===== src/rtl/spar_pkg.sv =====
package spar_pkg;
    localparam int DATA_W  = 64;
    localparam int GROUPS  = 8;
    localparam int LANES   = DATA_W / GROUPS;
    localparam int CNT_W   = $clog2(LANES + 1);

    typedef enum logic [1:0] {
        S_IDLE    = 2'd0,
        S_COLLECT = 2'd1,
        S_REPORT  = 2'd2
    } ser_state_t;
endpackage


===== src/rtl/spar_fold.sv =====
module spar_fold #(
    parameter int DATA_W = 64,
    parameter int GROUPS = 8
) (
    input  logic [DATA_W-1:0] data,
    output logic [GROUPS-1:0] parity
);
    localparam int LANES = DATA_W / GROUPS;

    for (genvar k = 0; k < GROUPS; k++) begin : g_group
        logic [LANES-1:0] members;
        for (genvar j = 0; j < LANES; j++) begin : g_member
            assign members[j] = data[j*GROUPS + k];
        end
        assign parity[k] = ^members;
    end
endmodule


===== src/rtl/spar_word_check.sv =====
module spar_word_check #(
    parameter int GROUPS = 8
) (
    input  logic              clk,
    input  logic              rst_n,
    input  logic              en,
    input  logic [GROUPS-1:0] calc,
    input  logic [GROUPS-1:0] rx,
    output logic              vld,
    output logic [GROUPS-1:0] mask,
    output logic              err
);
    logic [GROUPS-1:0] diff;

    always_comb begin
        diff = calc ^ rx;
    end

    always_ff @(posedge clk or negedge rst_n) begin
        if (!rst_n) begin
            vld  <= 1'b0;
            mask <= '0;
            err  <= 1'b0;
        end else begin
            vld <= en;
            if (en) begin
                mask <= diff;
                err  <= |diff;
            end
        end
    end
endmodule


===== src/rtl/spar_byte_fsm.sv =====
module spar_byte_fsm
    import spar_pkg::*;
#(
    parameter int GROUPS = 8,
    parameter int LANES  = 8
) (
    input  logic              clk,
    input  logic              rst_n,
    input  logic              start,
    input  logic              valid,
    input  logic [GROUPS-1:0] din,
    input  logic [GROUPS-1:0] rx,
    output logic              done,
    output logic [GROUPS-1:0] parity,
    output logic [GROUPS-1:0] mask,
    output logic              err
);
    localparam int CW = $clog2(LANES + 1);
    localparam logic [CW-1:0] LAST = CW'(LANES - 1);

    ser_state_t        state, state_nx;
    logic [GROUPS-1:0] acc, acc_nx;
    logic [CW-1:0]     cnt, cnt_nx;
    logic              finish;
    logic [GROUPS-1:0] folded;

    always_comb begin
        folded = acc ^ din;
        finish = (state == S_COLLECT) && valid && !start && (cnt == LAST);
    end

    // next-state and datapath decode
    always_comb begin
        state_nx = state;
        acc_nx   = acc;
        cnt_nx   = cnt;
        if (start) begin
            state_nx = S_COLLECT;
            acc_nx   = valid ? din : '0;
            cnt_nx   = valid ? CW'(1) : '0;
        end else begin
            unique case (state)
                S_IDLE: begin
                    state_nx = S_IDLE;
                end
                S_COLLECT: begin
                    if (valid) begin
                        acc_nx = folded;
                        if (cnt == LAST) begin
                            state_nx = S_REPORT;
                            cnt_nx   = '0;
                        end else begin
                            cnt_nx = cnt + CW'(1);
                        end
                    end
                end
                S_REPORT: begin
                    state_nx = S_IDLE;
                    acc_nx   = '0;
                end
                default: state_nx = S_IDLE;
            endcase
        end
    end

    // state register
    always_ff @(posedge clk or negedge rst_n) begin
        if (!rst_n) begin
            state <= S_IDLE;
            acc   <= '0;
            cnt   <= '0;
        end else begin
            state <= state_nx;
            acc   <= acc_nx;
            cnt   <= cnt_nx;
        end
    end

    // result outputs
    always_ff @(posedge clk or negedge rst_n) begin
        if (!rst_n) begin
            done   <= 1'b0;
            parity <= '0;
            mask   <= '0;
            err    <= 1'b0;
        end else begin
            done <= finish;
            if (finish) begin
                parity <= folded;
                mask   <= folded ^ rx;
                err    <= |(folded ^ rx);
            end
        end
    end
endmodule


===== src/rtl/stride_parity_unit.sv =====
module stride_parity_unit
    import spar_pkg::*;
(
    input  logic              clk,
    input  logic              rst_n,
    input  logic              wd_valid,
    input  logic [DATA_W-1:0] wd_data,
    input  logic [GROUPS-1:0] wd_rx_parity,
    output logic [GROUPS-1:0] wd_parity,
    output logic              wd_chk_valid,
    output logic [GROUPS-1:0] wd_err_mask,
    output logic              wd_err,
    input  logic              bt_start,
    input  logic              bt_valid,
    input  logic [GROUPS-1:0] bt_data,
    input  logic [GROUPS-1:0] bt_rx_parity,
    output logic              bt_done,
    output logic [GROUPS-1:0] bt_parity,
    output logic [GROUPS-1:0] bt_err_mask,
    output logic              bt_err
);
    spar_fold #(.DATA_W(DATA_W), .GROUPS(GROUPS)) u_fold (
        .data   (wd_data),
        .parity (wd_parity)
    );

    spar_word_check #(.GROUPS(GROUPS)) u_wchk (
        .clk   (clk),
        .rst_n (rst_n),
        .en    (wd_valid),
        .calc  (wd_parity),
        .rx    (wd_rx_parity),
        .vld   (wd_chk_valid),
        .mask  (wd_err_mask),
        .err   (wd_err)
    );

    spar_byte_fsm #(.GROUPS(GROUPS), .LANES(LANES)) u_bfsm (
        .clk    (clk),
        .rst_n  (rst_n),
        .start  (bt_start),
        .valid  (bt_valid),
        .din    (bt_data),
        .rx     (bt_rx_parity),
        .done   (bt_done),
        .parity (bt_parity),
        .mask   (bt_err_mask),
        .err    (bt_err)
    );
endmodule


===== config.mk =====
export PLATFORM = sky130hd
export DESIGN_NAME = stride_parity_unit
export DESIGN_NICKNAME = d
export VERILOG_FILES = /design/src/rtl/spar_pkg.sv /design/src/rtl/spar_fold.sv /design/src/rtl/spar_word_check.sv /design/src/rtl/spar_byte_fsm.sv /design/src/rtl/stride_parity_unit.sv
export SDC_FILE = /design/constraint.sdc
export NUM_CORES = 1
export LEC_CHECK = 0
export BUFFER_PORTS_ARGS = -buffer_cell sky130_fd_sc_hd__buf_2
export CAP_MARGIN = 30
export CORE_MARGIN = 8
export CORE_UTILIZATION = 45
export CTS_CLUSTER_SIZE = 25
export DETAILED_ROUTE_END_ITERATION = 12
export HOLD_SLACK_MARGIN = 0.12
export MAX_ROUTING_LAYER = met4
export PLACE_DENSITY_LB_ADDON = 0.15
export SLEW_MARGIN = 20
export SYNTH_ARGS = -nofsm -noshare
export SYNTH_HDL_FRONTEND = slang
export SYNTH_HIERARCHICAL = 1
export SYNTH_SLANG_ARGS = --single-unit

===== constraint.sdc =====
create_clock -name clk -period 3.5 [get_ports clk]
set_input_delay 0.7 -clock clk [delete_from_list [all_inputs] [get_ports clk]]
set_output_delay 0.7 -clock clk [all_outputs]
set_load 0.005 [all_outputs]

==> results of run 1 <==
kinds of logic after synthesis:
family / after synthesis / synth area share, %
mux: 8 / 3.169
flops: 42 / 40.33
xor+xnor: 81 / 30.39
compound gates: 46 / 11.91
simple gates: 53 / 10.18
fa+ha+maj: 1 / 0.4800
buf+inv: 18 / 3.553
final timing paths:
| path | start | endpoint | slack, ns | depth (start not counted) |
|---|---|---|---|---|
| worst max-delay path | wd_data[62] | wd_parity[6] | 1.23 | 5 |
| worst min-delay path | rst_n | u_bfsm/parity[3]$_DFFE_PN0P_ | 0.26 | 1 |
| worst max register to register | u_bfsm/cnt[0]$_DFFE_PN0P_ | u_bfsm/parity[1]$_DFFE_PN0P_ | 1.53 | 6 |
| worst min register to register | u_bfsm/parity[7]$_DFFE_PN0P_ | u_bfsm/parity[7]$_DFFE_PN0P_ | 0.51 | 2 |
| max in group asynchronous | rst_n | u_bfsm/cnt[0]$_DFFE_PN0P_ | 2.79 | 2 |
| min in group clk | u_bfsm/parity[7]$_DFFE_PN0P_ | u_bfsm/parity[7]$_DFFE_PN0P_ | 0.51 | 2 |
report_power, final:
| part | internal (mW) | leakage (nW) | switching, mW |
|---|---|---|---|
| Clock | 0.210 | 0.0579 | 0.161 |
| Sequential | 0.536 | 0.504 | 0.0384 |
| Combinational | 0.252 | 1.08 | 0.232 |
sequential cells by signal, summed over array words and instances (netlist names):
signal	flops
u_bfsm/cnt	4
u_bfsm/err	1
u_bfsm/parity	8
u_wchk/vld	1
u_wchk/mask	8
u_wchk/err	1
u_bfsm/done	1
u_bfsm/mask	8
u_bfsm/state	2
u_bfsm/acc	8
layout by cell type, fill, tap and decap left out, types with 2 or more instances in the layout:
cell type / netlist / final
buf_2: 5 / 128
xnor2_1: 66 / 66
dfrtp_1: 42 / 42
a21oi_1: 19 / 19
nor2_1: 19 / 19
nand2_1: 14 / 14
xor2_1: 9 / 9
a21oi_2: 8 / 8
o221ai_1: 7 / 7
a22oi_1: 7 / 7
inv_1: 7 / 7
xnor3_1: 6 / 6
mux2i_1: 6 / 6
clkbuf_8: 0 / 5
nand3_1: 5 / 5
o21ai_0: 3 / 3
nand4_1: 3 / 3
clkinv_2: 0 / 2
nor3_1: 2 / 2
mux2_2: 2 / 2
buf_4: 1 / 2
per-layer routing:
| metal | global-route usage (%) | vias to the layer above | share of wire, % |
|---|---|---|---|
| met1 | 17.73 | 1044 | 42 |
| li1 | - | 1096 | - |
| met3 | 3.586 | 2 | 4.5 |
| met4 | 4.564 | 0 | 0.60 |
| met2 | 27.95 | 78 | 53 |
| met5 | - | - | 0 |
synth_stat cells (5+ instances only):
cell	count
xor2_1	9
inv_1	7
xnor3_1	6
xnor2_1	66
nand3_1	5
nor2_1	19
a21oi_2	8
o221ai_1	7
buf_2	5
nand2_1	14
dfrtp_1	42
a22oi_1	7
mux2i_1	6
a21oi_1	19
final cells by class:
type	instances	area [sq um]
fillers	496	2116
multi-input cells	189	1469
flip-flops and latches	42	1051
repair buffers	131	675.6
well taps	72	90.09
clock buffers	5	68.82
clock inverters	3	40.04
inverters	8	30.03
==> flow_metrics.py, run 1 <==
metrics = {
    "run_status": {
        "status": "complete, no violations",
    },
    "route": {
        "wl_mm": 6.657,
        "drc": 0,
        "wire_per_inst_um": 14.79,
        "postRouteAntennaNets": 0,
        "first_pass_iters": 5,
        "drt_iter0_markers": 95,
        "vias": 2220,
        "vias_per_cell": 4.933,
    },
    "final_layout": {
        "drive_gt1_share_pct": 40.21,
        "finalNonFillerCells": 450,
        "utilization_pct": 61.81,
        "area_growth_pct": 31.40,
        "num_antenna_cells": 0,
        "fin_nets": 471,
        "postLayoutCellArea_sq_mm": 0.003425,
    },
    "clock_tree": {
        "clk_path_buf_depth": 2,
        "numCtsBuffers": 5,
        "ctsHtreeMaxLevel": 2,
        "cts-root-buf": "clkbuf_8",
        "ctsHoldBuffers": 0,
        "clk_pin_slew_ns": 0.07,
        "worstSkewPairLatency_ns": 0.29,
        "postCtsSetupRepairBufs": 0,
        "cts_sinks": 42,
        "post_cts_resized": 0,
        "cts_tree": "done",
    },
    "logic_synthesis": {
        "async_reset_ff_share_pct": 100.0,
        "synthCells": 249,
        "synth_ff_type": "dfrtp_1",
        "yosysTopAreaCell": "dfrtp_1",
        "synth_top_area_share_pct": 40.33,
        "netlist_area_sq_mm": 0.002606,
        "synth_edf_count": 0,
        "synth.avg_cell_area_sq_um": 10.47,
        "synth.net_count": 343,
        "yosys.cell_types.count": 35,
        "ys_ff_latch": 42,
        "synth_warnings": 6,
        "synthTopCellsByArea": "dfrtp_1 (40%), xnor2_1 (22%), xnor3_1 (5.2%)",
        "seq_area_frac_synth_pct": 40.33,
    },
    "sta": {
        "hold_ws_ns": 0.2593,
        "finalClockSkew_ns": 0.006255,
        "slew_viol_final": 0,
        "fin_crit_ns": 2.273,
        "tightest_slew_ns": 0.6817,
        "timing.final.crit_share_pct": 64.95,
        "worst_slack_ns": 1.227,
        "timing.fmax_mhz": 439.9,
        "setup-tns-final_ns": 0,
        "rsz0062_at_grt": "no",
        "setup_violations": 0,
        "hold_viol": 0,
        "max-slew-margin-rel_pct": 54.46,
    },
    "setup_path": {
        "required_ns": 2.80,
        "crit_path_max_incr_delay_ns": 0.27,
        "worst_setup_path_start_kind": "primary input",
        "worstPathArrival_ns": 1.57,
        "crit_family": "XOR/XNOR gates",
        "crit_path_end_kind": "output port",
        "path_class": "in2out",
        "cpMaxStageDelayCell": "xnor2_1",
        "path_cells": "buf_2 > xor2_1 > xnor2_1 > xnor2_1 > buf_2",
        "crit_fanout": 2,
        "crit_buf_inv": 2,
    },
    "floorplan": {
        "rows": 27,
        "fp.dieH_um": 92.10,
        "ios": 129,
        "coreArea_sq_mm": 0.005540,
        "start_util_pct": 47.04,
        "die_x_um": 92.10,
        "die_area_sq_mm": 0.008482,
    },
    "pwr": {
        "p_leak_nw": 1.639,
        "p_total_mw": 1.429,
        "peakVddDrop_mv": 0.2487,
        "powerDensity_mw_per_mm2": 417.3,
    },
    "placed_design": {
        "post-place-ws_ns": 1.133,
        "dp_cells": 441,
        "port_buffers": 128,
        "hpwl_mm": 5.567,
        "gp_congestion": 0.7844,
        "postPlaceCellArea_sq_mm": 0.003296,
    },
    "global_route": {
        "grt_pass1_vias": 2422,
        "antenna_found_initial": 0,
        "grt_first_pass_wirelength_mm": 10.78,
        "overflow": 0,
        "grt_util_all_layers_pct": 15.97,
        "grt_max_degree": 43,
    },
    "flow_run": {
        "drv_cap": 0,
    },
    "min_path": {
        "hold_path.class": "in2async",
    },
}
(Power assumes the default switching activity.)
==> inputs of run 2 (changes only) <==
==> constraint.sdc (replaced) <==
create_clock -name clk -period 2.2 [get_ports clk]
set_input_delay 0.44 -clock clk [delete_from_list [all_inputs] [get_ports clk]]
set_output_delay 0.44 -clock clk [all_outputs]
set_load 0.005 [all_outputs]
==> flow_metrics.py, run 2 (same netlist as run 1, synthesis figures left out) <==
metrics = {
    "clock_tree": {
        "cts_tree": "done",
        "clk_path_buf_depth": 2,
        "numCtsBuffers": 5,
        "postCtsSetupRepairBufs": 0,
        "clk_pin_slew_ns": 0.07,
        "post_cts_resized": 0,
        "cts-root-buf": "clkbuf_8",
        "ctsHtreeMaxLevel": 2,
        "ctsHoldBuffers": 0,
        "cts_sinks": 42,
        "worstSkewPairLatency_ns": 0.28,
    },
    "sta": {
        "hold_viol": 0,
        "tightest_slew_ns": 0.5348,
        "timing.final.crit_share_pct": 81.84,
        "setup_violations": 0,
        "timing.fmax_mhz": 555.4,
        "max-slew-margin-rel_pct": 64.35,
        "fin_crit_ns": 1.801,
        "setup-tns-final_ns": 0,
        "slew_viol_final": 0,
        "rsz0062_at_grt": "no",
        "finalClockSkew_ns": 0.007746,
    },
    "floorplan": {
        "fp.dieH_um": 92.10,
        "die_area_sq_mm": 0.008482,
        "rows": 27,
        "coreArea_sq_mm": 0.005540,
        "ios": 129,
        "die_x_um": 92.10,
        "start_util_pct": 47.04,
    },
    "placed_design": {
        "hpwl_mm": 5.447,
        "port_buffers": 128,
        "gp_congestion": 0.7858,
        "dp_cells": 447,
    },
    "pwr": {
        "p_total_mw": 2.249,
        "powerDensity_mw_per_mm2": 651.7,
        "p_leak_nw": 1.658,
        "peakVddDrop_mv": 0.3119,
    },
    "final_layout": {
        "num_antenna_cells": 0,
        "fill_cells": 512,
        "fin_nets": 476,
        "area_growth_pct": 32.41,
        "mostFrequentLayoutCell": "buf_2",
        "final_cell_mix": "buf_2 (128), xnor2_1 (66), dfrtp_1 (42)",
        "finalNonFillerCells": 455,
        "drive_gt1_share_pct": 40.99,
    },
    "route": {
        "first_pass_iters": 4,
        "drc": 0,
        "wl_mm": 6.573,
        "drt_iter0_markers": 123,
        "wire_per_inst_um": 14.45,
        "postRouteAntennaNets": 0,
        "vias": 2187,
        "vias_per_cell": 4.807,
    },
    "setup_path": {
        "worst_setup_path_start_kind": "primary input",
        "reg2reg_to": "u_bfsm/mask[5]$_DFFE_PN0P_",
        "required_ns": 1.76,
        "r2r_cells": 5,
        "crit_path_end_kind": "output port",
        "reg2reg_slack_ns": 0.41,
        "crit_fanout": 2,
        "path_class": "in2out",
        "r2r_start": "u_bfsm/cnt[0]$_DFFE_PN0P_",
        "worstPathArrival_ns": 1.36,
    },
    "min_path": {
        "hold_path.class": "in2async",
    },
    "global_route": {
        "overflow": 0,
        "grt_max_degree": 43,
        "grt_first_pass_wirelength_mm": 10.58,
        "grt_util_all_layers_pct": 15.81,
        "antenna_found_initial": 0,
        "grt_pass1_vias": 2308,
    },
    "flow_run": {
        "drv_cap": 0,
    },
    "run_status": {
        "status": "complete, no violations",
    },
}
==> run 2: how the worst max path moves through the flow <==
stage                     cells after the start                          to                 startpoint
final                                         5                wd_parity[6]                wd_data[62]
after global routing                          5  u_bfsm/mask[5]$_DFFE_PN0P_  u_bfsm/cnt[0]$_DFFE_PN0P_
after CTS                                     5                wd_parity[6]                wd_data[62]
after detailed placement                      7      u_wchk/err$_DFFE_PN0P_                wd_data[62]
after global placement                        7      u_wchk/err$_DFFE_PN0P_                wd_data[62]
after floorplan                               6      u_wchk/err$_DFFE_PN0P_                wd_data[63]
==> run 2: power by group <==
group          internal, mW  leakage [nW]  total (mW)  switching, mW
Sequential            0.853         0.504       0.911         0.0579
Combinational         0.403          1.10       0.773          0.370
Clock                 0.317        0.0575       0.565          0.248
==> run 2: final cells by class <==
type / count / area, sq um / share of cell area, %
Multi-Input combinational cell: 189 / 1469 / 42.57
Sequential cell: 42 / 1051 / 30.46
Timing Repair Buffer: 136 / 700.7 / 20.30
Clock buffer: 8 / 110.1 / 3.191
Tap cell: 72 / 90.09 / 2.611
Inverter: 8 / 30.03 / 0.8702
==> run 2: critical path: stages <==
cell     delay (ns)
buf_2          0.10
xor2_1         0.16
xnor2_1        0.28
xnor2_1        0.21
buf_2          0.17
==> run 2: per-layer routing <==
layer	wire length [um]	GRT usage, %	part of all wire, %	up-vias
li1	-	-	-	1109
met1	2805	18.33	43	992
met2	3401	26.76	52	84
met3	325	4.075	4.9	2
met4	40	3.624	0.61	0
met5	0	-	0	-
==> run 2: metrics by stage <==
| stage | hold slack [ns] | setup slack (ns) | util (%) | cell area, sq um |
|---|---|---|---|---|
| 2_1_floorplan | 0.1444 | 0.5612 | - | 2606 |
| 3_3_place_gp | 0.4944 | 0.3255 | 60.30 | 3341 |
| 3_5_place_dp | 0.5003 | 0.2753 | 60.30 | 3341 |
| 4_1_cts | 0.2316 | 0.3952 | 62.29 | 3451 |
| 5_1_grt | 0.2499 | 0.2572 | 62.29 | 3451 |
| 6_report | 0.2079 | 0.3994 | 62.29 | 3451 |
==> inputs of run 3 (changes only) <==
==> constraint.sdc (replaced) <==
create_clock -name clk -period 1.8 [get_ports clk]
set_input_delay 0.36 -clock clk [delete_from_list [all_inputs] [get_ports clk]]
set_output_delay 0.36 -clock clk [all_outputs]
set_load 0.005 [all_outputs]
==> flow_metrics.py, run 3 (same netlist as run 1, synthesis figures left out) <==
metrics = {
    "run_status": {
        "status": "complete, no violations",
    },
    "min_path": {
        "hold_path.class": "in2async",
    },
    "route": {
        "first_pass_iters": 4,
        "vias": 2216,
        "vias_per_cell": 4.881,
        "wl_mm": 6.793,
        "wire_per_inst_um": 14.96,
        "drt_iter0_markers": 97,
        "drc": 0,
        "postRouteAntennaNets": 0,
    },
    "clock_tree": {
        "clk_pin_slew_ns": 0.07,
        "numCtsBuffers": 5,
        "cts_tree": "done",
        "cts-root-buf": "clkbuf_8",
        "cts_sinks": 42,
        "ctsHoldBuffers": 0,
        "worstSkewPairLatency_ns": 0.28,
        "ctsHtreeMaxLevel": 2,
        "postCtsSetupRepairBufs": 0,
        "clk_path_buf_depth": 2,
    },
    "placed_design": {
        "hpwl_mm": 5.578,
        "gp_congestion": 0.8229,
        "port_buffers": 128,
        "postPlaceCellArea_sq_mm": 0.003341,
        "dp_cells": 447,
        "post-place-ws_ns": 0.005091,
    },
    "setup_path": {
        "worstPathArrival_ns": 1.88,
        "worst_setup_path_start_kind": "register",
        "cpMaxStageDelayCell": "dfrtp_1",
        "r2r_start": "u_bfsm/cnt[0]$_DFFE_PN0P_",
        "path_cells": "ha_1 > and3b_2 > nor3b_4 > buf_4 > mux2_2",
        "crit_path_end_kind": "register",
        "critPathLaunch": "u_bfsm/cnt[0]$_DFFE_PN0P_",
        "crit_buf_inv": 1,
        "path_class": "reg2reg",
        "crit_fanout": 8,
        "required_ns": 1.97,
        "crit_family": "simple AND/OR/NAND/NOR gates",
        "crit_path_max_incr_delay_ns": 0.39,
    },
    "sta": {
        "timing.fmax_mhz": 586.8,
        "hold_viol": 0,
        "rsz0062_at_grt": "no",
        "timing.final.crit_share_pct": 94.67,
        "fin_crit_ns": 1.704,
        "max-slew-margin-rel_pct": 64.56,
        "setup_violations": 0,
        "finalClockSkew_ns": 0.004881,
        "setup-tns-final_ns": 0,
        "slew_viol_final": 0,
        "worst_slack_ns": 0.09593,
        "hold_ws_ns": 0.1302,
        "tightest_slew_ns": 0.5316,
    },
    "final_layout": {
        "final_cell_mix": "buf_2 (128), xnor2_1 (66), dfrtp_1 (42)",
        "mostFrequentLayoutCell": "buf_2",
        "utilization_pct": 61.83,
        "fin_nets": 476,
        "postLayoutCellArea_sq_mm": 0.003426,
        "drive_gt1_share_pct": 40.58,
        "finalNonFillerCells": 454,
        "area_growth_pct": 31.45,
        "num_antenna_cells": 0,
    },
    "floorplan": {
        "fp.dieH_um": 92.10,
        "die_area_sq_mm": 0.008482,
        "rows": 27,
        "coreArea_sq_mm": 0.005540,
        "start_util_pct": 47.04,
        "ios": 129,
        "die_x_um": 92.10,
    },
    "pwr": {
        "p_leak_nw": 1.639,
        "p_total_mw": 2.621,
        "peakVddDrop_mv": 0.4033,
        "powerDensity_mw_per_mm2": 765.2,
    },
    "global_route": {
        "grt_max_degree": 43,
        "grt_util_all_layers_pct": 16.32,
        "grt_first_pass_wirelength_mm": 10.87,
        "grt_pass1_vias": 2375,
        "overflow": 0,
        "antenna_found_initial": 0,
    },
    "flow_run": {
        "drv_cap": 0,
    },
}
-- run 3: power breakdown --
part           internal (mW)  leakage (nW)  switching [mW]
Clock                  0.267        0.0383           0.290
Combinational          0.492          1.10           0.460
Sequential              1.04         0.504          0.0699
Total                   1.80          1.64           0.819
-- run 3: worst paths after layout --
path,slack (ns),cells past startpoint,endpoint
max in group asynchronous,1.30,2,u_wchk/mask[3]$_DFFE_PN0P_
min in group clk,0.36,1,u_wchk/vld$_DFF_PN0_
min reg2reg,0.51,2,u_bfsm/parity[5]$_DFFE_PN0P_
max,0.1,5,u_bfsm/mask[2]$_DFFE_PN0P_
min,0.13,2,u_bfsm/acc[7]$_DFFE_PN0P_
max reg2reg,0.1,5,u_bfsm/mask[2]$_DFFE_PN0P_
-- run 3: cell type report --
cell class                 count  area (sq um)
clock buffer                   7         76.32
fill                         508          2115
inverter                       8         30.03
multi-input combinational    189          1470
sequential                    42          1051
tap                           72         90.09
timing repair buffer         136         708.2
-- run 3: what timing repair did --
action,CTS,global route
gates resized for setup,0,3
endpoints found under the hold margin,0,0
setup endpoints to repair,0,13
-- run 3: routing by layer --
layer	wire length (um)	global-route usage, %	vias to the layer above
li1	-	-	1107
met1	2883	18.07	1024
met2	3535	28.61	83
met3	340	3.504	2
met4	34	4.966	0
met5	0	-	-
